**src/rtl/mac_pkg.sv**
```systemverilog
package mac_pkg;
  typedef enum logic [2:0] {
    OP_IDLE = 3'b000,
    OP_MUL  = 3'b001,
    OP_MAC  = 3'b010,
    OP_MSU  = 3'b011,
    OP_SAT  = 3'b100,
    OP_CLR  = 3'b101
  } mac_op_e;
endpackage

```
**src/rtl/mac_operand_reg.sv**
```systemverilog
module mac_operand_reg #(
  parameter int W = 16
) (
  input  logic         clk_i,
  input  logic         rst_ni,
  input  logic         clr_i,
  input  logic         load_i,
  input  logic [W-1:0] data_i,
  output logic [W-1:0] q_o
);
  always_ff @(posedge clk_i or negedge rst_ni) begin
    if (!rst_ni)     q_o <= '0;
    else if (clr_i)  q_o <= '0;
    else if (load_i) q_o <= data_i;
  end

  assert_clr_over_load_R8: assert property (@(posedge clk_i) disable iff (!rst_ni)
    clr_i |=> (q_o == '0));
  assert_load_capture_R2: assert property (@(posedge clk_i) disable iff (!rst_ni)
    (load_i && !clr_i) |=> (q_o == $past(data_i)));
endmodule

```
**src/rtl/mac_ovf_detect.sv**
```systemverilog
module mac_ovf_detect #(
  parameter int ACC_W  = 40,
  parameter int PROD_W = 32
) (
  input  logic [ACC_W-1:0] acc_i,
  output logic             ovf_o
);
  localparam int TOP_W = ACC_W - PROD_W + 1;
  logic [TOP_W-1:0] top;
  assign top   = acc_i[ACC_W-1:PROD_W-1];
  assign ovf_o = !((&top) || (~|top));
endmodule

```
**src/rtl/mac_acc_next.sv**
```systemverilog
module mac_acc_next
  import mac_pkg::*;
#(
  parameter int DATA_W  = 16,
  parameter int GUARD_W = 8
) (
  input  logic [2:0]                        op_i,
  input  logic [DATA_W-1:0]                 x_i,
  input  logic [DATA_W-1:0]                 y_i,
  input  logic [2*DATA_W+GUARD_W-1:0]       acc_i,
  input  logic                              ovf_i,
  output logic [2*DATA_W+GUARD_W-1:0]       acc_o
);
  localparam int PROD_W = 2 * DATA_W;
  localparam int ACC_W  = PROD_W + GUARD_W;
  localparam logic [ACC_W-1:0] SAT_POS = {{(GUARD_W+1){1'b0}}, {(PROD_W-1){1'b1}}};
  localparam logic [ACC_W-1:0] SAT_NEG = {{(GUARD_W+1){1'b1}}, {(PROD_W-1){1'b0}}};

  logic signed [PROD_W-1:0] xs, ys, prod;
  logic [ACC_W-1:0]         prod_ext;
  mac_op_e                  op;

  assign op       = mac_op_e'(op_i);
  assign xs       = {{DATA_W{x_i[DATA_W-1]}}, x_i};
  assign ys       = {{DATA_W{y_i[DATA_W-1]}}, y_i};
  assign prod     = xs * ys;
  assign prod_ext = {{GUARD_W{prod[PROD_W-1]}}, prod};

  always_comb begin
    acc_o = acc_i;
    unique case (op)
      OP_MUL: acc_o = prod_ext;
      OP_MAC: acc_o = acc_i + prod_ext;
      OP_MSU: acc_o = acc_i - prod_ext;
      OP_SAT: if (ovf_i) acc_o = acc_i[ACC_W-1] ? SAT_NEG : SAT_POS;
      OP_CLR: acc_o = '0;
      default: acc_o = acc_i;
    endcase
  end
endmodule

```
**src/rtl/mac_unit.sv**
```systemverilog
module mac_unit
  import mac_pkg::*;
#(
  parameter int DATA_W  = 16,
  parameter int GUARD_W = 8
) (
  input  logic                          clk_i,
  input  logic                          rst_ni,
  input  logic                          dm_load_i,
  input  logic [DATA_W-1:0]             dm_data_i,
  input  logic                          pm_load_i,
  input  logic [DATA_W-1:0]             pm_data_i,
  input  logic [2:0]                    op_i,
  output logic [2*DATA_W+GUARD_W-1:0]   acc_o,
  output logic                          ovf_o
);
  localparam int PROD_W = 2 * DATA_W;
  localparam int ACC_W  = PROD_W + GUARD_W;

  logic              clr;
  logic [DATA_W-1:0] x_q, y_q;
  logic [ACC_W-1:0]  acc_q, acc_d;
  logic              ovf;

  assign clr = (op_i == OP_CLR);

  mac_operand_reg #(.W(DATA_W)) u_x_reg (
    .clk_i, .rst_ni, .clr_i(clr), .load_i(dm_load_i), .data_i(dm_data_i), .q_o(x_q));
  mac_operand_reg #(.W(DATA_W)) u_y_reg (
    .clk_i, .rst_ni, .clr_i(clr), .load_i(pm_load_i), .data_i(pm_data_i), .q_o(y_q));

  mac_ovf_detect #(.ACC_W(ACC_W), .PROD_W(PROD_W)) u_ovf (.acc_i(acc_q), .ovf_o(ovf));

  mac_acc_next #(.DATA_W(DATA_W), .GUARD_W(GUARD_W)) u_next (
    .op_i, .x_i(x_q), .y_i(y_q), .acc_i(acc_q), .ovf_i(ovf), .acc_o(acc_d));

  always_ff @(posedge clk_i or negedge rst_ni) begin
    if (!rst_ni) acc_q <= '0;
    else         acc_q <= acc_d;
  end

  assign acc_o = acc_q;
  assign ovf_o = ovf;

  assert_clear_all_R8: assert property (@(posedge clk_i) disable iff (!rst_ni)
    clr |=> (acc_q == '0 && x_q == '0 && y_q == '0 && !ovf_o));
  assert_hold_idle_R9: assert property (@(posedge clk_i) disable iff (!rst_ni)
    (op_i == 3'b000 || op_i == 3'b110 || op_i == 3'b111) |=> $stable(acc_q));
  assert_sat_clears_ovf_R7: assert property (@(posedge clk_i) disable iff (!rst_ni)
    (op_i == OP_SAT) |=> !ovf_o);
  assert_sat_keeps_inrange_R7: assert property (@(posedge clk_i) disable iff (!rst_ni)
    (op_i == OP_SAT && !ovf_o) |=> $stable(acc_q));
endmodule

```
**config.mk**
```make
export PLATFORM = sky130hd
export DESIGN_NAME = mac_unit
export DESIGN_NICKNAME = d
export VERILOG_FILES = /design/src/rtl/mac_pkg.sv /design/src/rtl/mac_operand_reg.sv /design/src/rtl/mac_ovf_detect.sv /design/src/rtl/mac_acc_next.sv /design/src/rtl/mac_unit.sv
export SDC_FILE = /design/constraint.sdc
export NUM_CORES = 1
export LEC_CHECK = 0
export BUFFER_PORTS_ARGS = -buffer_cell sky130_fd_sc_hd__buf_2
export CORE_AREA = 2 2 193 195
export DETAILED_ROUTE_END_ITERATION = 16
export DIE_AREA = 0 0 195 197
export GPL_ROUTABILITY_DRIVEN = 0
export GPL_TIMING_DRIVEN = 0
export PLACE_DENSITY_LB_ADDON = 0.15
export SLEW_MARGIN = 40
export SYNTH_ARGS = -nofsm -noshare
export SYNTH_HDL_FRONTEND = slang
export SYNTH_SLANG_ARGS = --single-unit
```
**constraint.sdc**
```tcl
create_clock -name clk_i -period 10.35 [get_ports clk_i]
set_clock_uncertainty 0.05 [all_clocks]
set_input_delay 1.5525 -clock clk_i [delete_from_list [all_inputs] [get_ports clk_i]]
set_output_delay 1.5525 -clock clk_i [all_outputs]
set_load 0.02 [all_outputs]
```
Word-level counts from Yosys, hierarchy flattened
Index checks and enable logic that the tools add are counted.

Flip-flop bits (word level): 72. Bits of input ports: 39. Output and inout bits: 41. Logic and storage cells: 28.

Add/subtract/negate cells: 2. Multiply operators: 1. Equality and inequality tests: 6. Muxes and demuxes: 7. Reduce and logical (&&, ||, !) cells: 9.

Operators by type and width (count): one-hot mux 40 bit (5 select lines) (1); two-way mux 40 bit (2); two-way mux 16 bit (4); adder 40 bit (1); subtractor 40 bit (1); multiplier 16 x 16 -> 32 bit (1); AND reduction 9 bit (1); OR reduction 9 bit (1); == test 3 x 2 -> 1 bit, second input constant (2); == test 3 bit, second input constant (2); nonzero test 5 bit (1); nonzero test 2 bit (2); == test 3 x 1 -> 1 bit, second input constant (1); zero test 1 bit (2); inequality test 2 bit, second input constant (1); AND reduction 2 bit (1); logical OR 1 bit (1).

Logic depth before layout (Yosys ltp)
Gate-level depths: netlist of run 1.

Word-level depth: 5. Depth in mapped cells: 40. Depth with buffers taken out: 38.

Cells and area by module
Synthesis of run 1 repeated with hierarchy kept, for this count alone.

Cell total of the unflattened synthesis: 1929. Area total of the unflattened synthesis: 16641.0 um2.

Modules (own cells, without submodules): mac_acc_next (times used 1, cells each 1776, area each 14262.4 um2, seq. area each 0.0 um2); mac_operand_reg (times used 2, cells each 52, area each 660.6 um2, seq. area each 400.4 um2); mac_unit (times used 1, cells each 41, area each 1009.7 um2, seq. area each 1001.0 um2); mac_ovf_detect (times used 1, cells each 8, area each 47.5 um2, seq. area each 0.0 um2).

Worst setup path after synthesis of run 1
No wires, ideal clock.

Path type: register -> register. Start: register u_y_reg.q_o[1]. End: register acc_q[36] (netlist: acc_o[36]). Library setup time: 0.077 ns. Arrival time: 8.944 ns. Data required time: 10.223 ns. Path slack: 1.278 ns. Cell stages (with the launch flop): 38. Path buffers: 1. Period minus slack after synthesis: 9.072 ns. Path through: dfrtp_1 clkbuf_1 and2_1 fa_1 fa_1 ha_1 inv_1 fa_1 inv_1 fa_1 inv_1 fa_1 inv_1 ha_1 a21oi_1 nor3b_2 a211oi_4 or3_1 [2 not listed] nand2_1 or4b_4 nor3b_4 a21oi_1 xnor2_1 ha_1 a21o_1 a21o_1 a21o_1 a21o_1 a21oi_1 o21bai_1 a221o_1 a41oi_1 nor2_1 or4b_1 and4_1 a21oi_1.

Longest elaborated chain between the ends: 3. Elaborated cells between the ends (all ways): 4. Those cells by class: 2 x add/sub; 1 x mul; 1 x mux.

Ends and longest elaborated chain: start, declared (RTL line mac_operand_reg.sv:9) `output logic [W-1:0] q_o`; start signal, assigned (RTL line mac_operand_reg.sv:14) `else if (load_i) q_o <= data_i;`; multiplier 16 x 16 -> 32 bit * (RTL line mac_acc_next.sv:26) `assign prod = xs * ys;`; subtractor 40 bit / adder 40 bit (equally long branches) (RTL line mac_acc_next.sv:34, mac_acc_next.sv:33); one-hot mux 40 bit (5 select lines) * (RTL line mac_acc_next.sv:31) `unique case (op)`; end signal, assigned (RTL line mac_unit.sv:38) `if (!rst_ni) acc_q <= '0;`; end signal, assigned (RTL line mac_unit.sv:39) `else acc_q <= acc_d;`; end, declared (RTL line mac_unit.sv:22) `logic [ACC_W-1:0] acc_q, acc_d;`.

Every way passes the cells marked *; elsewhere a longest branch is shown, timed or not. A chain may end at the register's enable or synchronous reset.

Worst setup path after layout of run 1
Start: register u_x_reg.q_o[8]. End: register acc_q[36] (netlist: acc_o[36]).

Longest elaborated chain between the ends: 3. Elaborated cells between the ends (all ways): 4. Those cells by class: 2 x add/sub; 1 x mul; 1 x mux.

Ends and longest elaborated chain (RTL line): start, declared (mac_operand_reg.sv:9); start signal, assigned (mac_operand_reg.sv:14); multiplier 16 x 16 -> 32 bit * (mac_acc_next.sv:26); subtractor 40 bit / adder 40 bit (equally long branches) (mac_acc_next.sv:34, mac_acc_next.sv:33); one-hot mux 40 bit (5 select lines) * (mac_acc_next.sv:31).

Marked as above.

==> impl_metrics.json, run 1 <==
{
  "final_common_cell": "inv_1",
  "maxCapViolCount": 0,
  "dieArea_sq_mm": 0.03842,
  "syn_nets": 2292,
  "post-dp-hpwl_mm": 39.25,
  "hold_violations": 0,
  "slew_headroom": 0.4429,
  "crit_top_cell": "fa_1",
  "path_buf_inv": 6,
  "cts_tree": "built",
  "synthDistinctLibCells": 86,
  "wl_per_cell_um": 19.39,
  "grt_pass1_wl_mm": 78.58,
  "num_rows": 70,
  "antenna_found_initial": 0,
  "synth.yosys.seq_area_share": 0.1112,
  "cts-root-buf": "clkbuf_16",
  "syn-cell-area_sq_mm": 0.01620,
  "grt_use_met1": 0.3615,
  "fmax_mhz": 100.8,
  "ys_ff_latch": 72,
  "hp-class": "flop to flop",
  "first_pass_iters": 5,
  "ys.flop_type": "dfrtp_1",
  "htree_levels": 3,
  "synth_top_area_frac": 0.3250,
  "drtAntennaViolNets": 0,
  "via_per_inst": 5.475,
  "clk_pin_slew_ns": 0.07,
  "period_minus_slack_ns": 9.918,
  "grt-busiest-layer": "met2",
  "die_w_um": 195,
  "slew_viol_final": 0,
  "setup_viol": 0,
  "met3_usage": 0.04055,
  "critPathTopFamily": "adder cells",
  "fin_crit_sh": 0.9583,
  "setup_tns_ns": 0,
  "overflow": 0,
  "syn_area_per_cell_sq_um": 8.673,
  "drive_gt1_frac": 0.08567,
  "clock_path_buffers": 2,
  "clkSinkCount": 72,
  "grt_usage": 0.2629,
  "wl_mm": 47.10,
  "crit_arrival_ns": 10.16,
  "critPathMaxFanout": 10,
  "fin_nets": 2380,
  "io_buffers": 75,
  "clkLatencyLatePin_ns": 0.38,
  "synthTopCellsByArea": "fa_1 (32%), dfrtp_1 (11%), ha_1 (9.4%)",
  "synth-edff-count": 0,
  "start_kind": "flop",
  "final_cell_mix": "inv_1 (306), fa_1 (263), nand2_1 (183)",
  "drt_iter0_drc": 712,
  "io_pins": 80,
  "use_met2": 0.4380,
  "fillers": 3526,
  "outcome": "complete, no violations",
  "vias": 13300,
  "initial_core_util": 0.4468,
  "synthArstFlopShare": 1.000,
  "yosysTopAreaCell": "fa_1",
  "grt_max_degree": 43,
  "path_class": "flop to flop",
  "dieHeight_um": 197,
  "coreArea_sq_mm": 0.03626,
  "cts_hold_buf": 0,
  "cts_buffers": 9,
  "rsz0062_at_grt": "false",
  "worst_pin_slew_ns": 0.8356,
  "n_antenna_cell": 0,
  "ys_warn_count": 0,
  "area_growth_pct": 8.811,
  "netlist_instances": 1868,
  "grt_pass1_vias": 14120,
  "drc": 0,
  "end_kind": "flop",
  "crit_path_top_delay_cell": "dfrtp_1",
  "slowest_delay_ns": 0.56,
  "cp_data_required_time_ns": 10.59
}
==> tightest hold or removal path, cell delays in order (launching register included) <==
cell     delay, ns
dfrtp_1       0.36
nand2_1       0.05
o21ai_0       0.06
==> kinds of logic (layout without fill, tap and decap cells) <==
group                    count (synthesis)  after routing  synth area share
AND/OR/NAND/NOR                        567            567            0.1739
adder cells (fa/ha/maj)                385            385            0.4192
buffers and inverters                  384            477           0.08974
AO/OA/AOI/OAI                          336            336            0.1351
XOR/XNOR                                91             91           0.05051
flip-flops                              72             72            0.1112
multiplexers                            33             33           0.02039
==> final timing paths <==
kind | slack [ns] | depth (start not counted) | startpoint | end
max | 0.43 | 36 | u_x_reg.q_o[8] | acc_o[36]
max in group asynchronous | 8.70 | 2 | rst_ni | acc_o[21]
min in group asynchronous | 1.02 | 1 | rst_ni | u_y_reg.q_o[0]
min | 0.46 | 2 | acc_o[5] | acc_o[5]
max reg2reg | 0.43 | 36 | u_x_reg.q_o[8] | acc_o[36]
min reg2reg | 0.46 | 2 | acc_o[5] | acc_o[5]
==> cell usage after synthesis (8+ instances only) <==
cell type	n
inv_1	306
fa_1	263
nand2_1	183
and2_1	131
ha_1	122
nor2_1	119
a21oi_1	116
dfrtp_1	72
clkbuf_1	71
o21ai_0	62
xnor2_1	54
xor2_1	35
mux2i_1	33
a21o_1	25
nand2b_1	22
nor3_1	22
a31oi_1	18
nand3_1	18
o21a_1	17
nor2b_1	13
a211oi_1	9
nand4_1	9
nor4_1	9
o31ai_1	9
o21ai_1	8
or3_1	8
==> routing by layer <==
layer / share of wire / up-vias
li1: - / 6199
met1: 0.45 / 6664
met2: 0.47 / 385
met3: 0.056 / 50
met4: 0.019 / 0
met5: 0 / -
==> final cells by class <==
cell class                      count  area [sq um]  area share
Clock inverter                      4         76.32    0.004329
Sequential cell                    72          1809      0.1026
Tap cell                          468         585.6     0.03322
Clock buffer                       12         256.5     0.01455
Timing Repair Buffer               78         424.2     0.02406
Inverter                          307          1152     0.06537
Multi-Input combinational cell   1412         12990      0.7370
Buffer                             76         331.6     0.01881
==> per-stage QoR <==
stage	utilization	hold slack, ns	setup slack [ns]	std cells	area, sq um
after floorplan	-	0.5141	1.278	1868	16200
after global placement	0.4733	0.4517	-0.01701	2411	17160
after detailed placement	0.4743	0.4544	-0.07778	2412	17200
after CTS	0.4837	0.4700	0.03874	2428	17540
after global routing	0.4862	0.4991	0.01067	2429	17630
final	0.4862	0.4640	0.4318	2429	17630
==> timing repair <==
| item | in CTS | in global routing |
|---|---|---|
| buffers inserted | 0 | 2 |
| pin swaps | 0 | 2 |
| gates resized for setup | 8 | 47 |
| setup endpoints to repair | 3 | 9 |
| hold endpoints to repair | 0 | 0 |
==> sequential cells by signal (all words and copies together) (netlist names) <==
| name | count |
|---|---|
| u_y_reg.q_o | 16 |
| acc_o | 40 |
| u_x_reg.q_o | 16 |
Power of run 1 is not shown: default switching activity piles up to over one toggle a cycle in this logic, so the estimate is an artifact.
==> run 2, diff against run 1 <==
- SKIP_LAST_GASP: default -> 1
- clock period: 10.35 -> 12.1 ns (I/O delays scaled with it)
==> run 2 against run 1 <==
Via count barely moved. Routed wire length fell by 0.16%. Sequential share of layout area about the same. Die area is the same. Global-route usage about the same. Register-to-register slack improved by 1.1 ns. Design area shrank 0.54%. Worst hold slack barely moved. Count of clock-buffer cells in the layout stayed put. Utilization decreased by 0.26 points.
==> impl_metrics.json, run 2 (synthesized netlist as in run 1, its figures left out) <==
{
  "outcome": "complete, no violations",
  "setup_viol": 0,
  "fillers": 3536,
  "dieHeight_um": 197,
  "cts_buffers": 9,
  "met3_wirelength_mm": 2.778,
  "clkSinkCount": 72,
  "hold_violations": 0,
  "stdcell_area_sq_mm": 0.01753,
  "post-dp-hpwl_mm": 39.25,
  "grt_pass1_wl_mm": 78.54,
  "antenna_found_initial": 0,
  "dr.max_layer_used": "met4",
  "grt_pass1_vias": 14130,
  "dieArea_sq_mm": 0.03842,
  "clk_pin_slew_ns": 0.07,
  "n_antenna_cell": 0,
  "coreArea_sq_mm": 0.03626,
  "crit_top_cell": "fa_1",
  "num_rows": 70,
  "first_pass_iters": 6,
  "largest_register_ffs": 40,
  "cts_setup_buffers": 0,
  "initial_core_util": 0.4468,
  "grt_usage": 0.2628,
  "dp_slack_ns": 1.672,
  "final_common_cell": "inv_1",
  "wl_met1_mm": 21.14,
  "start_kind": "flop",
  "crit_path_top_delay_cell": "dfrtp_1",
  "maxCapViolCount": 0,
  "slowest_delay_ns": 0.62,
  "via_per_inst": 5.482,
  "die_w_um": 195,
  "rsz0062_at_grt": "false",
  "fin_nets": 2379,
  "final_cell_mix": "inv_1 (306), fa_1 (263), nand2_1 (183)",
  "clkLatencyLatePin_ns": 0.37,
  "crit_arrival_ns": 10.81,
  "regToRegSetupSlack_ns": 1.53,
  "drc": 0,
  "period_minus_slack_ns": 10.57,
  "htree_levels": 3,
  "wl_mm": 47.03,
  "overflow": 0,
  "fin_crit_sh": 0.8733,
  "io_pins": 80,
  "wl_per_cell_um": 19.37,
  "end_kind": "flop",
  "cts-root-buf": "clkbuf_16",
  "cts_tree": "built",
  "fmax_mhz": 94.63,
  "grt_max_degree": 43,
  "clock_path_buffers": 2,
  "hp-class": "flop to flop",
  "drtAntennaViolNets": 0,
  "dr_wl_met2_mm": 22.08,
  "io_buffers": 75,
  "vias": 13310,
  "critPathMaxFanout": 10,
  "setup_slack_ns": 1.533,
  "cts_resized": 0,
  "slew_viol_final": 0,
  "cts_hold_buf": 0,
  "area_growth_pct": 8.224,
  "path_class": "flop to flop",
  "worst_pin_slew_ns": 0.8609,
  "cp_data_required_time_ns": 12.34,
  "placedInstanceArea_sq_mm": 0.01720,
  "drt_iter0_drc": 700,
  "setup_tns_ns": 0,
  "slew_headroom": 0.4261,
  "drive_gt1_frac": 0.06684
}
==> run 2: cell count changes in the layout (fill, tap and decap cells not counted), sizes merged <==
cell    before  now
buf         83   81
clkbuf      83   84
==> run 2: path summary, 6_finish.rpt <==
check                                     from             end  cells after the start
worst max register to register  u_x_reg.q_o[9]       acc_o[36]                     36
max in group asynchronous               rst_ni       acc_o[21]                      2
min in group asynchronous               rst_ni  u_y_reg.q_o[0]                      1
worst max-delay path            u_x_reg.q_o[9]       acc_o[36]                     36
worst min-delay path                  acc_o[5]        acc_o[5]                      2
worst min register to register        acc_o[5]        acc_o[5]                      2
==> run 2: through the flow <==
stage                     instances  hold WS, ns  utilization
after floorplan                1868       0.5141            -
after global placement         2411       0.4517       0.4733
after detailed placement       2412       0.4544       0.4743
after CTS                      2428       0.4700       0.4835
after global routing           2428       0.4991       0.4836
final                          2428       0.4645       0.4836
==> run 2: critical path: cells and delay by family (launching register included) <==
family	cells	cell delay [ns]
AOI/OAI and AO/OA	12	2.41
buffers and inverters	6	1.02
DFF	1	0.62
and+or+nand+nor	8	2.08
adders and majority gates	8	3.64
xor gates and xnor gates	2	0.67
==> run 2: area by class of cell <==
type / instances / area [sq um] / share of cell area
inverter: 307 / 1152 / 0.06572
sequential: 72 / 1802 / 0.1028
multi-input combinational: 1412 / 12950 / 0.7385
clock inverter: 4 / 76.32 / 0.004353
buffer: 77 / 302.8 / 0.01727
tap: 468 / 585.6 / 0.03340
clock buffer: 12 / 256.5 / 0.01463
timing repair buffer: 76 / 409.1 / 0.02333
==> run 2: metal layers <==
layer / vias to the layer above / track usage
met5: - / 0
met2: 406 / 0.4361
met1: 6658 / 0.3601
met3: 57 / 0.04227
met4: 0 / 0.06616
li1: 6190 / -
Power of run 2 is left out for the same reason.
